===== src/rtl/tap_fsm_pkg.sv =====
package tap_fsm_pkg;

    localparam int TAP_STW = 4;

    typedef enum logic [TAP_STW-1:0] {
        TEST_RESET = 4'd0,
        RUN_IDLE   = 4'd1,
        SEL_DR     = 4'd2,
        CAP_DR     = 4'd3,
        SH_DR      = 4'd4,
        EX1_DR     = 4'd5,
        PAU_DR     = 4'd6,
        EX2_DR     = 4'd7,
        UPD_DR     = 4'd8,
        SEL_IR     = 4'd9,
        CAP_IR     = 4'd10,
        SH_IR      = 4'd11,
        EX1_IR     = 4'd12,
        PAU_IR     = 4'd13,
        EX2_IR     = 4'd14,
        UPD_IR     = 4'd15
    } tap_state_e;

    typedef struct packed {
        logic rst;
        logic sel_ir;
        logic tdo_en;
        logic ir_clk_en;
        logic ir_shift;
        logic ir_update;
        logic dr_clk_en;
        logic dr_shift;
        logic dr_update;
    } tap_ctl_t;

    localparam tap_ctl_t TAP_CTL_RESET = '{rst: 1'b1, default: 1'b0};

endpackage


===== src/rtl/tap_next_state.sv =====
module tap_next_state
    import tap_fsm_pkg::*;
(
    input  tap_state_e cur,
    input  logic       tms,
    output tap_state_e nxt
);

    always_comb begin
        unique case (cur)
            TEST_RESET: nxt = tms ? TEST_RESET : RUN_IDLE;
            RUN_IDLE:   nxt = tms ? SEL_DR     : RUN_IDLE;
            SEL_DR:     nxt = tms ? SEL_IR     : CAP_DR;
            CAP_DR:     nxt = tms ? EX1_DR     : SH_DR;
            SH_DR:      nxt = tms ? EX1_DR     : SH_DR;
            EX1_DR:     nxt = tms ? UPD_DR     : PAU_DR;
            PAU_DR:     nxt = tms ? EX2_DR     : PAU_DR;
            EX2_DR:     nxt = tms ? UPD_DR     : SH_DR;
            UPD_DR:     nxt = tms ? SEL_DR     : RUN_IDLE;
            SEL_IR:     nxt = tms ? TEST_RESET : CAP_IR;
            CAP_IR:     nxt = tms ? EX1_IR     : SH_IR;
            SH_IR:      nxt = tms ? EX1_IR     : SH_IR;
            EX1_IR:     nxt = tms ? UPD_IR     : PAU_IR;
            PAU_IR:     nxt = tms ? EX2_IR     : PAU_IR;
            EX2_IR:     nxt = tms ? UPD_IR     : SH_IR;
            UPD_IR:     nxt = tms ? SEL_DR     : RUN_IDLE;
            default:    nxt = TEST_RESET;
        endcase
    end

endmodule


===== src/rtl/tap_state_reg.sv =====
module tap_state_reg
    import tap_fsm_pkg::*;
#(
    parameter int RESET_RUN = 5
) (
    input  logic       tck,
    input  logic       trst_n,
    input  logic       tms,
    input  tap_state_e nxt,
    output tap_state_e cur
);

    localparam int RW = $clog2(RESET_RUN + 1);

    always_ff @(posedge tck or negedge trst_n) begin
        if (!trst_n) cur <= TEST_RESET;
        else         cur <= nxt;
    end

    // Checker state: length of the current run of tms ones, saturating
    logic [RW-1:0] ones_run;
    always_ff @(posedge tck or negedge trst_n) begin
        if (!trst_n)                               ones_run <= '0;
        else if (!tms)                             ones_run <= '0;
        else if (ones_run != RW'(RESET_RUN))       ones_run <= ones_run + 1'b1;
    end

    p_five_ones_r4: assert property (@(posedge tck) disable iff (!trst_n)
        (ones_run == RW'(RESET_RUN)) |-> (cur == TEST_RESET));

    p_reset_hold_r9: assert property (@(posedge tck) disable iff (!trst_n)
        (cur == TEST_RESET && tms) |=> (cur == TEST_RESET));

    p_idle_hold_r9: assert property (@(posedge tck) disable iff (!trst_n)
        (cur == RUN_IDLE && !tms) |=> (cur == RUN_IDLE));

    p_shift_hold_r5: assert property (@(posedge tck) disable iff (!trst_n)
        ((cur == SH_DR || cur == SH_IR) && !tms) |=> (cur == $past(cur)));

    p_exit2_back_r5: assert property (@(posedge tck) disable iff (!trst_n)
        (cur == EX2_DR && !tms) |=> (cur == SH_DR));

endmodule


===== src/rtl/tap_out_gen.sv =====
module tap_out_gen
    import tap_fsm_pkg::*;
(
    input  logic       tck,
    input  logic       trst_n,
    input  tap_state_e cur,
    output tap_ctl_t   ctl
);

    tap_ctl_t dec;

    always_comb begin
        dec           = '0;
        dec.rst       = (cur == TEST_RESET);
        dec.sel_ir    = (cur >= SEL_IR);
        dec.tdo_en    = (cur == SH_DR) || (cur == SH_IR);
        dec.ir_clk_en = (cur == CAP_IR) || (cur == SH_IR);
        dec.ir_shift  = (cur == SH_IR);
        dec.ir_update = (cur == UPD_IR);
        dec.dr_clk_en = (cur == CAP_DR) || (cur == SH_DR);
        dec.dr_shift  = (cur == SH_DR);
        dec.dr_update = (cur == UPD_DR);
    end

    always_ff @(negedge tck or negedge trst_n) begin
        if (!trst_n) ctl <= TAP_CTL_RESET;
        else         ctl <= dec;
    end

    // Sampled at rising edge: outputs reflect the state held since the last rise
    p_tdo_en_shift_r7: assert property (@(posedge tck) disable iff (!trst_n)
        ctl.tdo_en |-> (cur == SH_DR || cur == SH_IR));

    p_strobe_onehot_r6: assert property (@(posedge tck) disable iff (!trst_n)
        $onehot0({ctl.rst, ctl.ir_shift, ctl.ir_update, ctl.dr_shift, ctl.dr_update}));

    p_dr_shift_state_r6: assert property (@(posedge tck) disable iff (!trst_n)
        (cur == SH_DR) |-> ctl.dr_shift);

    p_sel_ir_branch_r8: assert property (@(posedge tck) disable iff (!trst_n)
        ctl.sel_ir |-> (cur >= SEL_IR));

endmodule


===== src/rtl/tap_fsm_ctrl.sv =====
module tap_fsm_ctrl
    import tap_fsm_pkg::*;
(
    input  logic       tck,
    input  logic       trst_n,
    input  logic       tms,
    output logic [3:0] state_o,
    output logic       rst_o,
    output logic       sel_ir_o,
    output logic       tdo_en_o,
    output logic       ir_clk_en_o,
    output logic       ir_shift_o,
    output logic       ir_update_o,
    output logic       dr_clk_en_o,
    output logic       dr_shift_o,
    output logic       dr_update_o
);

    tap_state_e cur;
    tap_state_e nxt;
    tap_ctl_t   ctl;

    tap_next_state u_next (
        .cur (cur),
        .tms (tms),
        .nxt (nxt)
    );

    tap_state_reg #(.RESET_RUN(5)) u_state (
        .tck    (tck),
        .trst_n (trst_n),
        .tms    (tms),
        .nxt    (nxt),
        .cur    (cur)
    );

    tap_out_gen u_out (
        .tck    (tck),
        .trst_n (trst_n),
        .cur    (cur),
        .ctl    (ctl)
    );

    assign state_o     = cur;
    assign rst_o       = ctl.rst;
    assign sel_ir_o    = ctl.sel_ir;
    assign tdo_en_o    = ctl.tdo_en;
    assign ir_clk_en_o = ctl.ir_clk_en;
    assign ir_shift_o  = ctl.ir_shift;
    assign ir_update_o = ctl.ir_update;
    assign dr_clk_en_o = ctl.dr_clk_en;
    assign dr_shift_o  = ctl.dr_shift;
    assign dr_update_o = ctl.dr_update;

endmodule


===== config.mk =====
export PLATFORM = sky130hd
export DESIGN_NAME = tap_fsm_ctrl
export DESIGN_NICKNAME = d
export VERILOG_FILES = /design/src/rtl/tap_fsm_pkg.sv /design/src/rtl/tap_next_state.sv /design/src/rtl/tap_state_reg.sv /design/src/rtl/tap_out_gen.sv /design/src/rtl/tap_fsm_ctrl.sv
export SDC_FILE = /design/constraint.sdc
export NUM_CORES = 1
export LEC_CHECK = 0
export CAP_MARGIN = 30
export CORE_MARGIN = 2
export CORE_UTILIZATION = 45
export DETAILED_ROUTE_END_ITERATION = 10
export PLACE_DENSITY = 0.77
export SETUP_SLACK_MARGIN = 0.4
export SYNTH_ARGS = -nofsm -noshare
export SYNTH_HDL_FRONTEND = slang
export SYNTH_SLANG_ARGS = --single-unit

===== constraint.sdc =====
create_clock -name tck -period 1.8 [get_ports tck]
set_clock_uncertainty 0.15 [all_clocks]
set_input_delay 0.36 -clock tck [delete_from_list [all_inputs] [get_ports tck]]
set_output_delay 0.36 -clock tck [all_outputs]
set_load 0.03 [all_outputs]

==> impl_metrics.env, run 1 <==
export IMPL_run_status="did not finish"
export IMPL_haltStage="5_1_grt"
export IMPL_error="[ERROR DPL-0033] detailed placement checks failed during check placement."
export IMPL_avgSynthCellArea_um2=10.1
export IMPL_yosysTopAreaCellShare_pct=32.1
export IMPL_synthAdderAreaFrac_pct=0
export IMPL_synth_area_um2=624
export IMPL_synthMuxAreaShare_pct=1.60
export IMPL_async_flop_share_pct=100
export IMPL_synth_cell_type_count=29
export IMPL_htreeDepth=1
export IMPL_dpl_cell_area_um2=861
export IMPL_dp_slack_ns=-0.254
export IMPL_worst_endpoint="rst_o"
export IMPL_synthFlopType="dfrtn_1"
export IMPL_gp_congestion=0.717
export IMPL_rows=13
export IMPL_grt_antenna_before_repair=0
export IMPL_synthTopCellsByArea="dfrtn_1, dfrtp_1, dfstp_2"
export IMPL_ys_seq_area_share_pct=52.3
export IMPL_yosys_area_top_type="dfrtn_1"
export IMPL_synth_edf_count=0
export IMPL_synth_compound_area_share_pct=16.2
export IMPL_grt_max_degree=13
export IMPL_cts_buffers=3
export IMPL_hpwl_mm=1.02
export IMPL_clkSinkCount=13
export IMPL_ios=16
export IMPL_clock_root_buffer="clkbuf_4"
export IMPL_synthXorXnorAreaFrac_pct=0
export IMPL_start_util_pct=48.0
export IMPL_synth_seq_cells=13
export IMPL_netlist_instances=62
export IMPL_synth_nets=65
export IMPL_synthSimpleGateAreaFrac_pct=21.4
export IMPL_die_height_um=41.3
export IMPL_cts_hold_buf=0
export IMPL_yosysWarnings=0
export IMPL_io_buffers=15
export IMPL_die_w_um=41.3
export IMPL_cts_path_max_buffers=2
export IMPL_worst_ep_kind="top-level output"
export IMPL_synth_top_family_by_area="simple AND/OR/NAND/NOR gates"
-- repair_timing --
action                     in CTS
gates cloned                    2
resized for setup              65
setup endpoints to repair      35
buffers inserted                8
pin swaps                       8
-- cell usage after synthesis, types with 2 or more instances --
cell type  number
a21oi_1         5
buf_2           3
buf_4           3
dfrtn_1         8
dfrtp_1         4
inv_1           4
nand2_1         3
nand2b_1        2
nand3_1         2
nor2_1          2
nor2b_1         4
nor4_1          2
nor4b_1         2
o21ai_1         3
-- through the flow --
stage	setup TNS, ns	cells	util (%)	hold WS, ns
after CTS	-5.10	117	88.9	0.174
after detailed placement	-2.63	103	66.2	0.575
after global placement	-2.31	103	66.2	0.547
after floorplan	-3.41	62	-	-0.0856
-- cell families after synthesis --
| group | after synthesis |
|---|---|
| AOI/OAI and AO/OA | 15 |
| muxes | 1 |
| buffers and inverters | 10 |
| and+or+nand+nor | 23 |
| DFF | 13 |
==> run 2, diff against run 1 <==
- CORE_AREA: default -> 2 2 63 65
- CORE_MARGIN: 2 -> default
- CORE_UTILIZATION: 45 -> default
- DIE_AREA: default -> 0 0 65 67
- PLACE_DENSITY: 0.77 -> default
- PLACE_DENSITY_LB_ADDON: default -> 0.15
- SETUP_SLACK_MARGIN: 0.4 -> default
==> run 2 against run 1 <==
The flow now finishes, with violations (setup timing). Synthesized cell count unchanged. Area after synthesis unchanged.
==> impl_metrics.env, run 2 <==
export IMPL_largest_reg_flops=9
export IMPL_multi_input_area_um2=327
export IMPL_synth_area_um2=624
export IMPL_avgSynthCellArea_um2=10.1
export IMPL_antenna_left=0
export IMPL_ios=16
export IMPL_cpMaxStageDelayCell="dfstp_2"
export IMPL_met3_usage_pct=1.69
export IMPL_grt_use_met2_pct=13.5
export IMPL_start_util_pct=17.3
export IMPL_hpwl_mm=1.16
export IMPL_synthFlopType="dfrtn_1"
export IMPL_mostFrequentLayoutCell="buf_4"
export IMPL_maxCapViolCount=0
export IMPL_insertion_delay_ns=0.24
export IMPL_drt_total_wl_mm=1.64
export IMPL_rows=22
export IMPL_grt_pass1_vias=592
export IMPL_tightest_slew_ns=0.317
export IMPL_synth_seq_cells=13
export IMPL_core_mm2=0.00361
export IMPL_grt_busiest_layer="met2"
export IMPL_grt_pass1_wl_mm=2.68
export IMPL_finalSetupViolCount=17
export IMPL_grt_antenna_before_repair=0
export IMPL_final_nets=108
export IMPL_total_power_mw=2.29
export IMPL_io_buffers=15
export IMPL_async_flop_share_pct=100
export IMPL_synth_cell_type_count=29
export IMPL_crit_buf_inv=1
export IMPL_fill_cells=380
export IMPL_setup_slack_ns=-0.544
export IMPL_grt_max_degree=12
export IMPL_crit_family="flip-flops"
export IMPL_netlist_instances=62
export IMPL_overflow=0
export IMPL_path_clk_slew_ns=0.05
export IMPL_synth_common_cells="dfrtn_1, a21oi_1, dfrtp_1, inv_1, nor2b_1"
export IMPL_whs_ns=0.342
export IMPL_setup_worst_path_start_class="register"
export IMPL_areaGrowthSynthToFinish_pct=90.8
export IMPL_top_regs="u_out.ctl (9), u_state.cur (4)"
export IMPL_yosysTopAreaCellShare_pct=32.1
export IMPL_grt_setup_unrepaired="yes"
export IMPL_vdd_drop_max_v=0.000450
export IMPL_dpl_cell_area_um2=945
export IMPL_gp_congestion=0.737
export IMPL_synth_nets=65
export IMPL_htreeDepth=1
export IMPL_finalHoldViolations=0
export IMPL_drc=0
export IMPL_relSlewSlack_pct=78.9
export IMPL_routedWlPerCell_um=10.8
export IMPL_layout_drive_gt1_share_pct=61.5
export IMPL_cp_max_fo=1
export IMPL_critPathKind="register to output pin"
export IMPL_num_vias=610
export IMPL_regMostFlops="u_out.ctl"
export IMPL_cp_arrival_ns=1.83
export IMPL_seqCellArea_um2=332
export IMPL_track_usage_pct=8.13
export IMPL_power_density_mw_per_mm2=1920
export IMPL_stdcell_count=152
export IMPL_path_cells="buf_6"
export IMPL_die_height_um=67
export IMPL_hp_class="input port to async pin"
export IMPL_clkSinkCount=13
export IMPL_yosysWarnings=0
export IMPL_yosysMostFrequentCell="dfrtn_1"
export IMPL_violations="setup timing"
export IMPL_slew_violations=0
export IMPL_cts_path_max_buffers=2
export IMPL_yosys_area_top_type="dfrtn_1"
export IMPL_drtIter0Drc=9
export IMPL_dieArea_mm2=0.00436
export IMPL_vias_per_cell=4.01
export IMPL_die_w_um=65
export IMPL_postLayoutCellArea_mm2=0.00119
export IMPL_synthTopCellsByArea="dfrtn_1, dfrtp_1, dfstp_2"
export IMPL_cts_buffers=3
export IMPL_worst_setup_path_end_kind="output pin"
export IMPL_layout_common_cells="buf_4, buf_6, dfrtn_1"
export IMPL_diodes=0
export IMPL_synth_edf_count=0
export IMPL_p_leak_nw=0.525
export IMPL_met1_usage_pct=9.93
export IMPL_firstDrtPassIters=4
export IMPL_run_status="complete, but fails checks"
export IMPL_ys_seq_area_share_pct=52.3
export IMPL_max_stage_delay_ns=0.51
export IMPL_cts_tree="done"
export IMPL_place_inst=140
export IMPL_dp_slack_ns=-0.250
export IMPL_worstPathRequired_ns=1.29
export IMPL_clock_root_buffer="clkbuf_8"
==> run 2: timing repair <==
| action | CTS | global route |
|---|---|---|
| buffers inserted | 2 | 7 |
| resized for setup | 27 | 9 |
| endpoints found under the setup margin | 20 | 19 |
| endpoints found under the hold margin | 0 | 0 |
| hold buffers | 0 | 0 |
| pin swaps | 4 | 3 |
==> run 2: worst paths after layout <==
path / from / end / slack [ns] / cells after the start
max: u_out.ctl[8]$_DFF_NN1_ / rst_o / -0.54 / 1
min: trst_n / u_state.cur[1]$_DFF_PN0_ / 0.34 / 2
max reg2reg: u_state.cur[1]$_DFF_PN0_ / u_out.ctl[6]$_DFF_NN0_ / -0.21 / 3
min reg2reg: u_state.cur[3]$_DFF_PN0_ / u_state.cur[3]$_DFF_PN0_ / 0.65 / 3
max in group asynchronous: trst_n / u_out.ctl[5]$_DFF_NN0_ / 0.24 / 2
min in group tck: u_state.cur[3]$_DFF_PN0_ / u_state.cur[3]$_DFF_PN0_ / 0.65 / 3
==> run 2: logic make-up (layout without fill, tap and decap cells) <==
logic type / Yosys count / in the layout / share of synthesized area [%]
AND/OR/NAND/NOR: 23 / 23 / 21.4
AO/OA/AOI/OAI: 15 / 15 / 16.2
flip-flops: 13 / 13 / 52.3
buffers and inverters: 10 / 52 / 8.42
multiplexers: 1 / 1 / 1.60
==> run 2: per-stage QoR <==
stage               util [%]  TNS [ns]
floorplan                  -     -3.41
global placement        26.2     -2.93
detailed placement      26.2     -2.95
CTS                     31.0     -4.88
global route            33.0     -5.34
finish                  33.0     -4.81
==> run 2: routing by layer <==
layer / wire length [um] / up-vias
li1: - / 306
met2: 827 / 14
met1: 734 / 288
met3: 51 / 2
met4: 23 / 0
met5: 0 / -
==> run 2: cell type report <==
class / count / share of cell area (%)
sequential: 13 / 27.8
inverter: 3 / 1.16
multi-input combinational: 39 / 27.4
clock buffer: 4 / 3.78
clock inverter: 1 / 0.315
tap: 48 / 5.04
timing repair buffer: 44 / 34.5
==> run 2: power by group <==
part           internal, mW  switching [mW]
Combinational         0.759           0.723
Clock                 0.159          0.0992
Sequential            0.423           0.126
No activity file was read; power rests on OpenSTA's default activity.
